File: src/rtl/pclk_pkg.sv
package pclk_pkg;
  // configuration word field positions
  localparam int unsigned FAST_BIT  = 0;
  localparam int unsigned INV_BIT   = 1;
  localparam int unsigned RATIO_LSB = 2;

  typedef enum logic {
    SRC_BASE   = 1'b0,
    SRC_DOUBLE = 1'b1
  } src_mode_e;
endpackage

File: src/rtl/pclk_src_gate.sv
// Produces source ticks: every cycle in double mode, every other cycle in base mode.
module pclk_src_gate (
  input  logic                 clk,
  input  logic                 rst,
  input  logic                 run,
  input  pclk_pkg::src_mode_e  mode,
  output logic                 tick
);
  logic half_q;

  always_ff @(posedge clk) begin
    if (rst || !run) half_q <= 1'b0;
    else             half_q <= ~half_q;
  end

  // first running cycle is always a tick
  assign tick = run && ((mode == pclk_pkg::SRC_DOUBLE) || !half_q);
endmodule

File: src/rtl/pclk_period_cnt.sv
// Counts source ticks within a period; latches the clamped ratio at each boundary.
module pclk_period_cnt #(
  parameter int DIV_W = 8
) (
  input  logic             clk,
  input  logic             rst,
  input  logic             run,
  input  logic             tick,
  input  logic [DIV_W-1:0] ratio_req,
  output logic             period_start,
  output logic             hi_phase
);
  localparam logic [DIV_W-1:0] MIN_N = DIV_W'(2);

  logic [DIV_W-1:0] cnt_q;
  logic [DIV_W-1:0] cur_n_q;
  logic [DIV_W-1:0] ratio_eff;
  logic [DIV_W-1:0] n_use;
  logic             at_zero;
  logic             last;

  assign ratio_eff    = (ratio_req < MIN_N) ? MIN_N : ratio_req;
  assign at_zero      = (cnt_q == '0);
  assign n_use        = at_zero ? ratio_eff : cur_n_q;
  assign last         = (cnt_q == n_use - 1'b1);
  assign period_start = tick && at_zero;
  assign hi_phase     = (cnt_q < (n_use >> 1));

  always_ff @(posedge clk) begin
    if (rst || !run) begin
      cnt_q   <= '0;
      cur_n_q <= MIN_N;
    end else if (tick) begin
      cnt_q   <= last ? '0 : cnt_q + 1'b1;
      cur_n_q <= n_use;
    end
  end
endmodule

File: src/rtl/pclk_out_stage.sv
// Registers the strobe and the polarity-adjusted pixel clock level.
module pclk_out_stage (
  input  logic clk,
  input  logic rst,
  input  logic run,
  input  logic tick,
  input  logic period_start,
  input  logic hi_phase,
  input  logic invert,
  output logic pix_stb,
  output logic pix_clk
);
  logic raw_q;
  logic raw_next;
  logic stb_q;
  logic pclk_q;

  assign raw_next = run && (tick ? hi_phase : raw_q);

  always_ff @(posedge clk) begin
    if (rst) begin
      raw_q  <= 1'b0;
      stb_q  <= 1'b0;
      pclk_q <= 1'b0;
    end else begin
      raw_q  <= raw_next;
      stb_q  <= run && period_start;
      pclk_q <= raw_next ^ invert;
    end
  end

  assign pix_stb = stb_q;
  assign pix_clk = pclk_q;
endmodule

File: src/rtl/pclk_divider.sv
module pclk_divider #(
  parameter int DIV_W = 8,
  localparam int CFG_W = DIV_W + 2
) (
  input  logic             clk,
  input  logic             rst,
  input  logic             run,
  input  logic [CFG_W-1:0] cfg_word,
  output logic             pix_stb,
  output logic             pix_clk
);
  import pclk_pkg::*;

  src_mode_e        mode;
  logic             invert;
  logic [DIV_W-1:0] ratio;
  logic             tick;
  logic             period_start;
  logic             hi_phase;

  assign mode   = src_mode_e'(cfg_word[FAST_BIT]);
  assign invert = cfg_word[INV_BIT];
  assign ratio  = cfg_word[RATIO_LSB +: DIV_W];

  pclk_src_gate u_src (
    .clk  (clk),
    .rst  (rst),
    .run  (run),
    .mode (mode),
    .tick (tick)
  );

  pclk_period_cnt #(.DIV_W(DIV_W)) u_cnt (
    .clk          (clk),
    .rst          (rst),
    .run          (run),
    .tick         (tick),
    .ratio_req    (ratio),
    .period_start (period_start),
    .hi_phase     (hi_phase)
  );

  pclk_out_stage u_out (
    .clk          (clk),
    .rst          (rst),
    .run          (run),
    .tick         (tick),
    .period_start (period_start),
    .hi_phase     (hi_phase),
    .invert       (invert),
    .pix_stb      (pix_stb),
    .pix_clk      (pix_clk)
  );
endmodule

File: config.mk
export PLATFORM = sky130hd
export DESIGN_NAME = pclk_divider
export DESIGN_NICKNAME = d
export VERILOG_FILES = /design/src/rtl/pclk_pkg.sv /design/src/rtl/pclk_src_gate.sv /design/src/rtl/pclk_period_cnt.sv /design/src/rtl/pclk_out_stage.sv /design/src/rtl/pclk_divider.sv
export SDC_FILE = /design/constraint.sdc
export NUM_CORES = 1
export LEC_CHECK = 0
export CAP_MARGIN = 5
export CORE_MARGIN = 2
export CORE_UTILIZATION = 45
export DETAILED_ROUTE_END_ITERATION = 10
export PLACE_DENSITY = 0.65
export SLEW_MARGIN = 10
export SYNTH_ARGS = -nofsm -noshare
export SYNTH_HDL_FRONTEND = slang
export SYNTH_SLANG_ARGS = --single-unit
File: constraint.sdc
create_clock -name clk -period 8.68 [get_ports clk]
set_clock_uncertainty 0.05 [all_clocks]
set_input_delay 0.868 -clock clk [delete_from_list [all_inputs] [get_ports clk]]
set_output_delay 0.868 -clock clk [all_outputs]
set_load 0.02 [all_outputs]
==> results of run 1 <==
state kept, by name, indices dropped and copies added, names as in the netlist:
register and flops:
u_cnt.cur_n_q 8, u_out.pix_clk 1, u_out.pix_stb 1, u_src.half_q 1
u_cnt.cnt_q 8, u_out.raw_q 1
where the power goes:
group	internal, mW	switching [mW]	total, mW
Sequential	0.0954	0.00301	0.0984
Combinational	0.0238	0.0268	0.0506
Clock	0.0467	0.0307	0.0775
kinds of logic after synthesis:
group | count (synthesis)
adder cells (fa/ha/maj) | 9
flip-flops | 20
multiplexers | 6
AO/OA/AOI/OAI | 42
buffers and inverters | 17
XOR/XNOR | 15
AND/OR/NAND/NOR | 60
cells in the final DEF, fill, tap and decap left out, types with 3 or more instances in the layout:
cell                              instances
sky130_fd_sc_hd__a211oi_1                10
sky130_fd_sc_hd__a21oi_1                  3
sky130_fd_sc_hd__clkbuf_4                 3
sky130_fd_sc_hd__clkdlybuf4s50_1         14
sky130_fd_sc_hd__dfxtp_1                 20
sky130_fd_sc_hd__ha_1                     9
sky130_fd_sc_hd__inv_1                    7
sky130_fd_sc_hd__mux2i_1                  5
sky130_fd_sc_hd__nand2_1                  5
sky130_fd_sc_hd__nand3_1                  4
sky130_fd_sc_hd__nand4_1                  3
sky130_fd_sc_hd__nor2_1                  13
sky130_fd_sc_hd__nor3_1                   8
sky130_fd_sc_hd__o21ai_0                  8
sky130_fd_sc_hd__xnor2_1                  9
sky130_fd_sc_hd__xor2_1                   6
layout make-up:
type | instances | area share (%)
Timing Repair Buffer | 14 | 8.33
Tap cell | 46 | 3.42
Multi-Input combinational cell | 132 | 59.7
Clock buffer | 3 | 1.34
Clock inverter | 1 | 1.79
Inverter | 7 | 1.56
Sequential cell | 20 | 23.8
per-stage QoR:
stage / cells / hold slack, ns
final: 223 / 0.391
after floorplan: 169 / 0.357
after detailed placement: 219 / 0.378
after global placement: 219 / 0.368
after global routing: 223 / 0.430
after CTS: 223 / 0.396
critical path, stage by stage:
cell and delay, ns:
sky130_fd_sc_hd__clkdlybuf4s50_1 0.50, sky130_fd_sc_hd__or4_1 0.58, sky130_fd_sc_hd__or4_1 0.50, sky130_fd_sc_hd__a31o_2 0.32, sky130_fd_sc_hd__ha_1 0.29, sky130_fd_sc_hd__xnor2_1 0.15, sky130_fd_sc_hd__and2b_2 0.23, sky130_fd_sc_hd__mux2i_1 0.07
sky130_fd_sc_hd__or4_4 0.56, sky130_fd_sc_hd__nor4_4 0.42, sky130_fd_sc_hd__nor3_1 0.11
path summary, 6_finish.rpt:
kind / startpoint / end / slack (ns) / cells after the start
min reg2reg: u_src.half_q$_SDFF_PP0_ / u_src.half_q$_SDFF_PP0_ / 0.39 / 1
min: u_src.half_q$_SDFF_PP0_ / u_src.half_q$_SDFF_PP0_ / 0.39 / 1
max reg2reg: u_cnt.cnt_q[0]$_SDFFE_PP0P_ / u_cnt.cnt_q[4]$_SDFFE_PP0P_ / 4.74 / 12
max: cfg_word[5] / u_cnt.cnt_q[4]$_SDFFE_PP0P_ / 4.23 / 11
routing by layer:
| layer | vias up | part of all wire [%] | routed length [um] | global-route usage [%] |
|---|---|---|---|---|
| met5 | - | 0 | 0 | 0 |
| met4 | 0 | 1.5 | 52 | 7.22 |
| met3 | 4 | 4.0 | 140 | 3.26 |
| met2 | 24 | 48 | 1690 | 31.7 |
| met1 | 632 | 47 | 1650 | 25.5 |
| li1 | 651 | - | - | - |
==> qor.json, run 1 <==
{
  "run_status": {
    "outcome": "complete, no violations"
  },
  "synthesis": {
    "dominantRegCellSynth": "sky130_fd_sc_hd__dfxtp_1",
    "synth-adder-area-share_pct": 7.35,
    "yosysWarnings": 0,
    "yosys-mux-area-fraction_pct": 4.00,
    "synth.ff_latch_count": 20,
    "synth_compound_area_share_pct": 20.6,
    "synth.yosys.seq_area_share_pct": 26.1,
    "synth.most_common_cell": "sky130_fd_sc_hd__dfxtp_1",
    "synth-edff-count": 0,
    "synth_top_cell_by_area": "sky130_fd_sc_hd__dfxtp_1",
    "synth.lib_cells_used.distinct": 57,
    "total_standard_cell_area_after_synthesis_mm2": 0.00153,
    "postSynthNetCount": 191,
    "synthesized_area_fraction_occupied_by_xor_and_xnor_cells_pct": 8.57,
    "synth-simple-area-share_pct": 25.1,
    "synth_top_cells_by_area": "sky130_fd_sc_hd__dfxtp_1, sky130_fd_sc_hd__ha_1, sky130_fd_sc_hd__xnor2_1",
    "synthCells": 169,
    "post-synth-top-area-fraction_pct": 26.1,
    "postSynth.asyncResetShare_pct": 0,
    "post_synth_most_frequent_cells": "sky130_fd_sc_hd__dfxtp_1, sky130_fd_sc_hd__nor2_1, sky130_fd_sc_hd__a211oi_1",
    "synth_top_family_by_area": "simple AND/OR/NAND/NOR gates",
    "syn-mean-instance-area_um2": 9.07
  },
  "timing": {
    "worst_slack_ns": 4.23,
    "final-hold-violation-count": 0,
    "fin_crit_sh_pct": 51.3,
    "timing.setup.tns_ns": 0,
    "rsz_0062_raised_after_global_routing": "no",
    "timing.final.setup_violations": 0,
    "slew_violations": 0,
    "period_needed_ns": 4.45,
    "maxClockFrequency_mhz": 224,
    "slew-limit-headroom_pct": 39.1,
    "timing_worst_slew_pin_value_ns": 0.891
  },
  "clocking": {
    "clkSinkCount": 20,
    "post_cts.repair.setup_buffers": 0,
    "cts-buffers-inserted": 3,
    "clock_insertion_delay_worst_skew_ns": 0.31,
    "post_cts_resized": 0,
    "cts_tree": "done",
    "ctsHtreeMaxLevel": 1,
    "cts_hold_repair.buffers": 0,
    "clockRootBuffer": "sky130_fd_sc_hd__clkbuf_4",
    "cts_clk_pin_slew_worst_paths_ns": 0.12,
    "cts_max_path_buffers": 2
  },
  "critical_path": {
    "timing.critical_path.to_type": "flop",
    "crit_path_max_fanout": 7,
    "timing.setup.critical_path_class": "in2reg",
    "arrival_ns": 4.59,
    "crit_path_start_kind": "input port",
    "cp_data_required_time_ns": 8.82
  },
  "final_layout": {
    "layout-area-overhead-vs-synth_pct": 9.71,
    "finalNetCount": 200,
    "multi_input_area_mm2": 0.00100,
    "fin_util_pct": 50.8,
    "num_antenna_cells": 0,
    "layout.area.seq_um2": 400,
    "layout-drive-gt1-share_pct": 10.2,
    "num-fill-cells": 342,
    "finish.instance_area_mm2": 0.00168
  },
  "job": {
    "drv_cap": 0
  },
  "grt": {
    "grt_max_degree": 18,
    "grt_pass1_vias": 1238,
    "number_of_antenna_violations_at_the_first_check_in_global_routing": 0,
    "grt_usage_pct": 19.3,
    "grt_pass1_wl_um": 6020,
    "grt_remaining_overflow": 0
  },
  "power": {
    "power_density_mw_per_mm2": 135,
    "power.leakage_nw": 0.668,
    "design_power_total_mw": 0.226,
    "vdd_drop_max_mv": 0.0619
  },
  "die": {
    "floorplan.io_pins": 15,
    "dieHeight_um": 62.4,
    "start_util_pct": 46.3,
    "placementRows": 21,
    "core_mm2": 0.00331,
    "dieArea_mm2": 0.00389,
    "die_w_um": 62.4
  },
  "drt": {
    "drcViolationCount": 0,
    "num_vias": 1311,
    "wl_per_cell_um": 15.8,
    "detail_route.wirelength_um": 3530,
    "final_antenna_net_count": 0,
    "drt_first_iter_violations": 71,
    "via_per_inst": 5.88,
    "drtPass1Iterations": 4
  },
  "placement": {
    "routability_congestion_estimate_from_global_placement": 0.912,
    "post_place_worst_slack_ns": 3.94,
    "io_buffer_count": 14,
    "placedInstanceArea_mm2": 0.00163,
    "post-dp-hpwl_um": 2700
  },
  "min_path": {
    "worst_hold_path_type": "reg2reg"
  }
}
(Power assumes the default switching activity.)
==> inputs of run 2 (changes only) <==
- clock period: 8.68 -> 4.1 ns (I/O delays scaled with it)
==> qor.json, run 2 (synthesized netlist as in run 1, its figures left out) <==
{
  "die": {
    "dieArea": {"value": 0.00389, "unit": "mm2", "change": "unchanged"},
    "floorplan.io_pins": {"value": 15, "change": "unchanged"},
    "placementRows": {"value": 21, "change": "unchanged"},
    "die_w": {"value": 62.4, "unit": "um", "change": "unchanged"},
    "core": {"value": 0.00331, "unit": "mm2", "change": "unchanged"},
    "start_util": {"value": 46.3, "unit": "%", "change": "unchanged"},
    "dieHeight": {"value": 62.4, "unit": "um", "change": "unchanged"}
  },
  "placement": {
    "io_buffer_count": {"value": 14, "change": "unchanged"},
    "routability_congestion_estimate_from_global_placement": {"value": 0.852, "change": "was 0.912"},
    "post-dp-hpwl": {"value": 2740, "unit": "um", "change": "was 2700 um"},
    "placedInstanceArea": {"value": 0.00169, "unit": "mm2", "change": "was 0.00163 mm2"}
  },
  "clocking": {
    "cts_max_path_buffers": {"value": 2, "change": "unchanged"},
    "ctsHtreeMaxLevel": {"value": 1, "change": "unchanged"},
    "clock_insertion_delay_worst_skew": {"value": 0.30, "unit": "ns", "change": "was 0.31 ns"},
    "post_cts_resized": {"value": 0, "change": "unchanged"},
    "cts_clk_pin_slew_worst_paths": {"value": 0.12, "unit": "ns", "change": "about the same"},
    "clkSinkCount": {"value": 20, "change": "unchanged"},
    "cts_hold_repair.buffers": {"value": 0, "change": "unchanged"},
    "cts-buffers-inserted": {"value": 3, "change": "unchanged"},
    "post_cts.repair.setup_buffers": {"value": 0, "change": "unchanged"},
    "clockRootBuffer": {"value": "sky130_fd_sc_hd__clkbuf_4", "change": "unchanged"},
    "cts_tree": {"value": "done", "change": "unchanged"}
  },
  "critical_path": {
    "crit_path_max_fanout": {"value": 7, "change": "unchanged"},
    "worstReg2RegEnd": {"value": "u_cnt.cnt_q[4]$_SDFFE_PP0P_", "change": "unchanged"},
    "timing.setup.critical_path_class": {"value": "in2reg", "change": "unchanged"},
    "timing.critical_path.to_type": {"value": "flop", "change": "unchanged"},
    "crit_path_start_kind": {"value": "input port", "change": "unchanged"},
    "rr_startpoint": {"value": "u_cnt.cnt_q[0]$_SDFFE_PP0P_", "change": "unchanged"},
    "critical_path.cell_chain": {"value": "clkdlybuf4s50_1 -> or4_1 -> or4_1 -> a31o_2 -> ha_1 -> xnor2_1 -> and2b_2 -> mux2i_1 -> or4_4 -> nor4_4 -> nor3_1", "change": "unchanged"},
    "worst_path_max_delay_cell": {"value": "sky130_fd_sc_hd__or4_1", "change": "unchanged"},
    "critical_path.most_common_cell": {"value": "sky130_fd_sc_hd__or4_1", "change": "unchanged"},
    "rrSetupSlack": {"value": 0.39, "unit": "ns", "change": "was 4.74 ns"},
    "arrival": {"value": 3.96, "unit": "ns", "change": "was 4.59 ns"},
    "slowest_delay": {"value": 0.56, "unit": "ns", "change": "was 0.58 ns"},
    "rr_worst_depth": {"value": 12, "change": "unchanged"},
    "cp_data_required_time": {"value": 4.23, "unit": "ns", "change": "was 8.82 ns"}
  },
  "power": {
    "power.leakage": {"value": 0.705, "unit": "nW", "change": "was 0.668 nW"},
    "power_density": {"value": 277, "unit": "mW/mm2", "change": "was 135 mW/mm2"},
    "design_power_total": {"value": 0.483, "unit": "mW", "change": "was 0.226 mW"},
    "vdd_drop_max": {"value": 0.235, "unit": "mV", "change": "was 0.0619 mV"}
  },
  "grt": {
    "grt_pass1_wl": {"value": 6180, "unit": "um", "change": "was 6020 um"},
    "grt_usage": {"value": 19.6, "unit": "%", "change": "was 19.3%"},
    "grt_max_degree": {"value": 18, "change": "unchanged"},
    "number_of_antenna_violations_at_the_first_check_in_global_routing": {"value": 0, "change": "unchanged"},
    "grt_pass1_vias": {"value": 1327, "change": "was 1238"},
    "grt_remaining_overflow": {"value": 0, "change": "unchanged"}
  },
  "min_path": {
    "worst_hold_path_type": {"value": "reg2reg", "change": "unchanged"},
    "min_path_cells": {"value": 1, "change": "unchanged"},
    "worst_min_delay_path_startpoint": {"value": "u_src.half_q$_SDFF_PP0_", "change": "unchanged"},
    "min_delay_worst_endpoint": {"value": "u_src.half_q$_SDFF_PP0_", "change": "unchanged"}
  },
  "final_layout": {
    "most-common-layout-cells": {"value": "sky130_fd_sc_hd__dfxtp_1, sky130_fd_sc_hd__clkdlybuf4s50_1, sky130_fd_sc_hd__nor2_1, sky130_fd_sc_hd__a211oi_1", "change": "unchanged"},
    "largestRegisters": {"value": "u_cnt.cnt_q x8, u_cnt.cur_n_q x8", "change": "unchanged"},
    "finish.instance_area": {"value": 0.00174, "unit": "mm2", "change": "was 0.00168 mm2"},
    "num_antenna_cells": {"value": 0, "change": "unchanged"},
    "layout.cells.most_common": {"value": "sky130_fd_sc_hd__dfxtp_1", "change": "unchanged"},
    "finalNetCount": {"value": 208, "change": "was 200"},
    "layout-drive-gt1-share": {"value": 14.1, "unit": "%", "change": "was 10.2%"},
    "layout-area-overhead-vs-synth": {"value": 13.6, "unit": "%", "change": "was 9.71%"}
  },
  "timing": {
    "timing_worst_slew_pin_value": {"value": 0.768, "unit": "ns", "change": "was 0.891 ns"},
    "slew-limit-headroom": {"value": 47.5, "unit": "%", "change": "was 39.1%"},
    "finalHoldWorstSlack": {"value": 0.396, "unit": "ns", "change": "was 0.391 ns"},
    "rsz_0062_raised_after_global_routing": {"value": "no", "change": "unchanged"},
    "maxClockFrequency_mhz": 261,
    "fin_crit_sh_pct": 93.4,
    "timing.setup.tns": {"value": 0, "unit": "ns", "change": "unchanged"},
    "final-hold-violation-count": {"value": 0, "change": "unchanged"},
    "period_needed_ns": 3.83,
    "timing.final.setup_violations": {"value": 0, "change": "unchanged"},
    "slew_violations": {"value": 0, "change": "unchanged"}
  },
  "run_status": {
    "outcome": {"value": "complete, no violations", "change": "unchanged"}
  },
  "drt": {
    "num_vias": {"value": 1372, "change": "was 1311"},
    "drt_first_iter_violations": {"value": 94, "change": "was 71"},
    "wl_per_cell": {"value": 15.2, "unit": "um", "change": "was 15.8 um"},
    "drtPass1Iterations": {"value": 5, "change": "was 4"},
    "via_per_inst": {"value": 5.94, "change": "was 5.88"},
    "drcViolationCount": {"value": 0, "change": "unchanged"},
    "detail_route.wirelength": {"value": 3500, "unit": "um", "change": "was 3530 um"},
    "final_antenna_net_count": {"value": 0, "change": "unchanged"}
  },
  "job": {
    "drv_cap": {"value": 0, "change": "unchanged"}
  }
}
## run 2: area by class of cell
cell class / instances / area [um2]
tap: 46 / 57.6
clock buffer: 3 / 22.5
multi-input combinational: 132 / 1000
inverter: 7 / 26.3
clock inverter: 1 / 30.0
sequential: 20 / 400
timing repair buffer: 22 / 200
fill: 338 / 1570
## run 2: stage by stage
step / utilization (%) / worst slack (ns) / std cells
after floorplan: - / 0.583 / 169
after global placement: 51.0 / 0.0297 / 227
after detailed placement: 51.0 / -0.0536 / 227
after CTS: 52.6 / 0.248 / 231
after global routing: 52.6 / 0.161 / 231
final: 52.6 / 0.270 / 231
## run 2: power by group
group          total, mW  internal, mW  switching [mW]
clock              0.161        0.0988          0.0624
sequential         0.208         0.202         0.00631
combinational      0.113        0.0560          0.0573
## run 2: metal layers
| metal | vias to the layer above | part of all wire [%] | global-route usage (%) |
|---|---|---|---|
| met1 | 664 | 46 | 26.9 |
| li1 | 668 | - | - |
| met2 | 36 | 48 | 30.8 |
| met4 | 0 | 0.74 | 7.22 |
| met3 | 4 | 5.8 | 3.44 |
| met5 | - | 0 | 0 |
## run 2: worst max-delay path by stage
stage	startpoint	to	slack (ns)
global route	cfg_word[7]	u_cnt.cnt_q[3]$_SDFFE_PP0P_	0.16
global placement	cfg_word[5]	u_cnt.cnt_q[0]$_SDFFE_PP0P_	0.03
detailed placement	cfg_word[5]	u_cnt.cnt_q[3]$_SDFFE_PP0P_	-0.05
CTS	cfg_word[5]	u_cnt.cnt_q[4]$_SDFFE_PP0P_	0.25
floorplan	cfg_word[5]	u_cnt.cnt_q[0]$_SDFFE_PP0P_	0.58
finish	cfg_word[5]	u_cnt.cnt_q[4]$_SDFFE_PP0P_	0.27
## run 2: critical path, delay by kind of cell
kind                     cells  cell delay [ns]
AO/OA/AOI/OAI                1             0.29
XOR/XNOR                     1             0.14
adder cells (fa/ha/maj)      1             0.28
buffers and inverters        1             0.42
multiplexers                 1             0.06
AND/OR/NAND/NOR              6             2.36
==> inputs of run 3 (changes only) <==
- MAX_ROUTING_LAYER: unset -> met4
==> qor.json, run 3 (synthesized netlist as in run 1, its figures left out) <==
{
  "power": {
    "p_comb_share": {"value": 23.4, "unit": "%", "change": "was 23.5%"},
    "power_switching_share": {"value": 26.4, "unit": "%", "change": "was 26.1%"},
    "vdd_drop_max": {"value": 0.234, "unit": "mV", "change": "was 0.235 mV"},
    "design_power_total": {"value": 0.485, "unit": "mW", "change": "was 0.483 mW"},
    "power_density": {"value": 278, "unit": "mW/mm2", "change": "was 277 mW/mm2"},
    "power.leakage": {"value": 0.705, "unit": "nW", "change": "unchanged"},
    "internal_power_summed_over_all_cells": {"value": 0.357, "unit": "mW", "change": "about the same"},
    "power_frac_seq": {"value": 43.0, "unit": "%", "change": "was 43.1%"},
    "power_switching": {"value": 0.128, "unit": "mW", "change": "was 0.126 mW"},
    "clkPwrFrac": {"value": 33.7, "unit": "%", "change": "was 33.4%"}
  },
  "final_layout": {
    "multi_input_area": {"value": 0.00100, "unit": "mm2", "change": "unchanged"},
    "layout-drive-gt1-share": {"value": 14.1, "unit": "%", "change": "unchanged"},
    "finalNetCount": {"value": 208, "change": "unchanged"},
    "layout.cells.most_common": {"value": "sky130_fd_sc_hd__dfxtp_1", "change": "unchanged"},
    "layout-area-overhead-vs-synth": {"value": 13.6, "unit": "%", "change": "unchanged"},
    "finish.instance_area": {"value": 0.00174, "unit": "mm2", "change": "unchanged"},
    "num-fill-cells": {"value": 338, "change": "unchanged"},
    "layout.area.seq": {"value": 400, "unit": "um2", "change": "unchanged"},
    "largestRegisters": {"value": "u_cnt.cnt_q x8, u_cnt.cur_n_q x8", "change": "unchanged"},
    "num_antenna_cells": {"value": 0, "change": "unchanged"},
    "most-common-layout-cells": {"value": "sky130_fd_sc_hd__dfxtp_1, sky130_fd_sc_hd__clkdlybuf4s50_1, sky130_fd_sc_hd__nor2_1, sky130_fd_sc_hd__a211oi_1", "change": "unchanged"}
  },
  "grt": {
    "grt_usage": {"value": 20.1, "unit": "%", "change": "was 19.6%"},
    "grt_max_degree": {"value": 18, "change": "unchanged"},
    "grt_remaining_overflow": {"value": 0, "change": "unchanged"},
    "number_of_antenna_violations_at_the_first_check_in_global_routing": {"value": 0, "change": "unchanged"},
    "grt_pass1_wl": {"value": 6190, "unit": "um", "change": "was 6180 um"},
    "grt_pass1_vias": {"value": 1323, "change": "was 1327"}
  },
  "placement": {
    "routability_congestion_estimate_from_global_placement": {"value": 0.865, "change": "was 0.852"},
    "post-dp-hpwl": {"value": 2740, "unit": "um", "change": "unchanged"},
    "placedInstanceArea": {"value": 0.00169, "unit": "mm2", "change": "unchanged"},
    "post_place_worst_slack": {"value": -0.0536, "unit": "ns", "change": "unchanged"},
    "io_buffer_count": {"value": 14, "change": "unchanged"}
  },
  "critical_path": {
    "cp_data_required_time": {"value": 4.23, "unit": "ns", "change": "about the same"},
    "crit_path_start_kind": {"value": "input port", "change": "unchanged"},
    "timing.setup.critical_path_class": {"value": "in2reg", "change": "unchanged"},
    "timing.critical_path.to_type": {"value": "flop", "change": "unchanged"},
    "arrival": {"value": 3.97, "unit": "ns", "change": "was 3.96 ns"},
    "crit_path_max_fanout": {"value": 7, "change": "unchanged"}
  },
  "die": {
    "core": {"value": 0.00331, "unit": "mm2", "change": "unchanged"},
    "start_util": {"value": 46.3, "unit": "%", "change": "unchanged"},
    "dieHeight": {"value": 62.4, "unit": "um", "change": "unchanged"},
    "placementRows": {"value": 21, "change": "unchanged"},
    "dieArea": {"value": 0.00389, "unit": "mm2", "change": "unchanged"},
    "floorplan.io_pins": {"value": 15, "change": "unchanged"},
    "die_w": {"value": 62.4, "unit": "um", "change": "unchanged"}
  },
  "timing": {
    "period_needed": {"value": 3.84, "unit": "ns", "change": "was 3.83 ns"},
    "final-hold-violation-count": {"value": 0, "change": "unchanged"},
    "worst_slack": {"value": 0.259, "unit": "ns", "change": "was 0.270 ns"},
    "slew-limit-headroom": {"value": 47.5, "unit": "%", "change": "about the same"},
    "fin_crit_sh": {"value": 93.7, "unit": "%", "change": "was 93.4%"},
    "timing.final.setup_violations": {"value": 0, "change": "unchanged"},
    "timing_worst_slew_pin_value": {"value": 0.768, "unit": "ns", "change": "about the same"},
    "maxClockFrequency": {"value": 260, "unit": "MHz", "change": "was 261 MHz"},
    "rsz_0062_raised_after_global_routing": {"value": "no", "change": "unchanged"},
    "slew_violations": {"value": 0, "change": "unchanged"}
  },
  "drt": {
    "num_vias": {"value": 1378, "change": "was 1372"},
    "final_antenna_net_count": {"value": 0, "change": "unchanged"},
    "detail_route.wirelength": {"value": 3520, "unit": "um", "change": "was 3500 um"},
    "drcViolationCount": {"value": 0, "change": "unchanged"},
    "drtPass1Iterations": {"value": 4, "change": "was 5"},
    "wl_per_cell": {"value": 15.3, "unit": "um", "change": "was 15.2 um"},
    "drt_first_iter_violations": {"value": 101, "change": "was 94"},
    "via_per_inst": {"value": 5.97, "change": "was 5.94"}
  },
  "clocking": {
    "clockRootBuffer": {"value": "sky130_fd_sc_hd__clkbuf_4", "change": "unchanged"},
    "clock_insertion_delay_worst_skew": {"value": 0.31, "unit": "ns", "change": "was 0.30 ns"},
    "post_cts_resized": {"value": 0, "change": "unchanged"},
    "cts-buffers-inserted": {"value": 3, "change": "unchanged"},
    "cts_clk_pin_slew_worst_paths": {"value": 0.13, "unit": "ns", "change": "was 0.12 ns"},
    "cts_tree": {"value": "done", "change": "unchanged"},
    "post_cts.repair.setup_buffers": {"value": 0, "change": "unchanged"},
    "clkSinkCount": {"value": 20, "change": "unchanged"},
    "cts_hold_repair.buffers": {"value": 0, "change": "unchanged"},
    "cts_max_path_buffers": {"value": 2, "change": "unchanged"},
    "ctsHtreeMaxLevel": {"value": 1, "change": "unchanged"}
  },
  "job": {
    "drv_cap": {"value": 0, "change": "unchanged"}
  },
  "run_status": {
    "outcome": {"value": "complete, no violations", "change": "unchanged"}
  },
  "min_path": {
    "worst_hold_path_type": {"value": "reg2reg", "change": "unchanged"}
  }
}
-- run 3: final timing paths --
check / startpoint / endpoint / slack [ns] / depth (start not counted)
worst max register to register: u_cnt.cnt_q[0]$_SDFFE_PP0P_ / u_cnt.cnt_q[4]$_SDFFE_PP0P_ / 0.37 / 12
worst min register to register: u_src.half_q$_SDFF_PP0_ / u_src.half_q$_SDFF_PP0_ / 0.40 / 1
worst max-delay path: cfg_word[5] / u_cnt.cnt_q[4]$_SDFFE_PP0P_ / 0.26 / 11
worst min-delay path: u_src.half_q$_SDFF_PP0_ / u_src.half_q$_SDFF_PP0_ / 0.40 / 1
-- run 3: area by class of cell --
class | count | share of cell area (%)
tap | 46 | 3.30
clock inverter | 1 | 1.72
sequential | 20 | 23.0
clock buffer | 3 | 1.29
multi-input combinational | 132 | 57.7
timing repair buffer | 22 | 11.5
inverter | 7 | 1.51
-- run 3: power by group through the flow --
stage | clock, mW | combinational, mW | sequential, mW
finish | 0.163 | 0.113 | 0.208
global route | 0.182 | 0.125 | 0.210
CTS | 0.165 | 0.113 | 0.208
detailed placement | 0 | 0.113 | 0.213
global placement | 0 | 0.111 | 0.212
floorplan | 0 | 0.0741 | 0.213
-- run 3: metal layers --
layer	global-route usage (%)	routed length, um	vias to the layer above
met4	7.22	31	0
met2	30.8	1680	33
li1	-	-	666
met5	-	0	-
met3	3.44	187	4
met1	26.9	1620	675
-- run 3: metrics by stage --
stage                     cells  hold WS (ns)  util, %  TNS, ns
after floorplan             169         0.357        -        0
after global placement      227         0.370     51.0        0
after detailed placement    227         0.385     51.0   -0.290
after CTS                   231         0.407     52.6        0
after global routing        231         0.428     52.6        0
final                       231         0.403     52.6        0
-- run 3: critical path: stages --
cell	delay [ns]
sky130_fd_sc_hd__clkdlybuf4s50_1	0.42
sky130_fd_sc_hd__or4_1	0.56
sky130_fd_sc_hd__or4_1	0.49
sky130_fd_sc_hd__a31o_2	0.29
sky130_fd_sc_hd__ha_1	0.28
sky130_fd_sc_hd__xnor2_1	0.14
sky130_fd_sc_hd__and2b_2	0.21
sky130_fd_sc_hd__mux2i_1	0.06
sky130_fd_sc_hd__or4_4	0.56
sky130_fd_sc_hd__nor4_4	0.43
sky130_fd_sc_hd__nor3_1	0.12
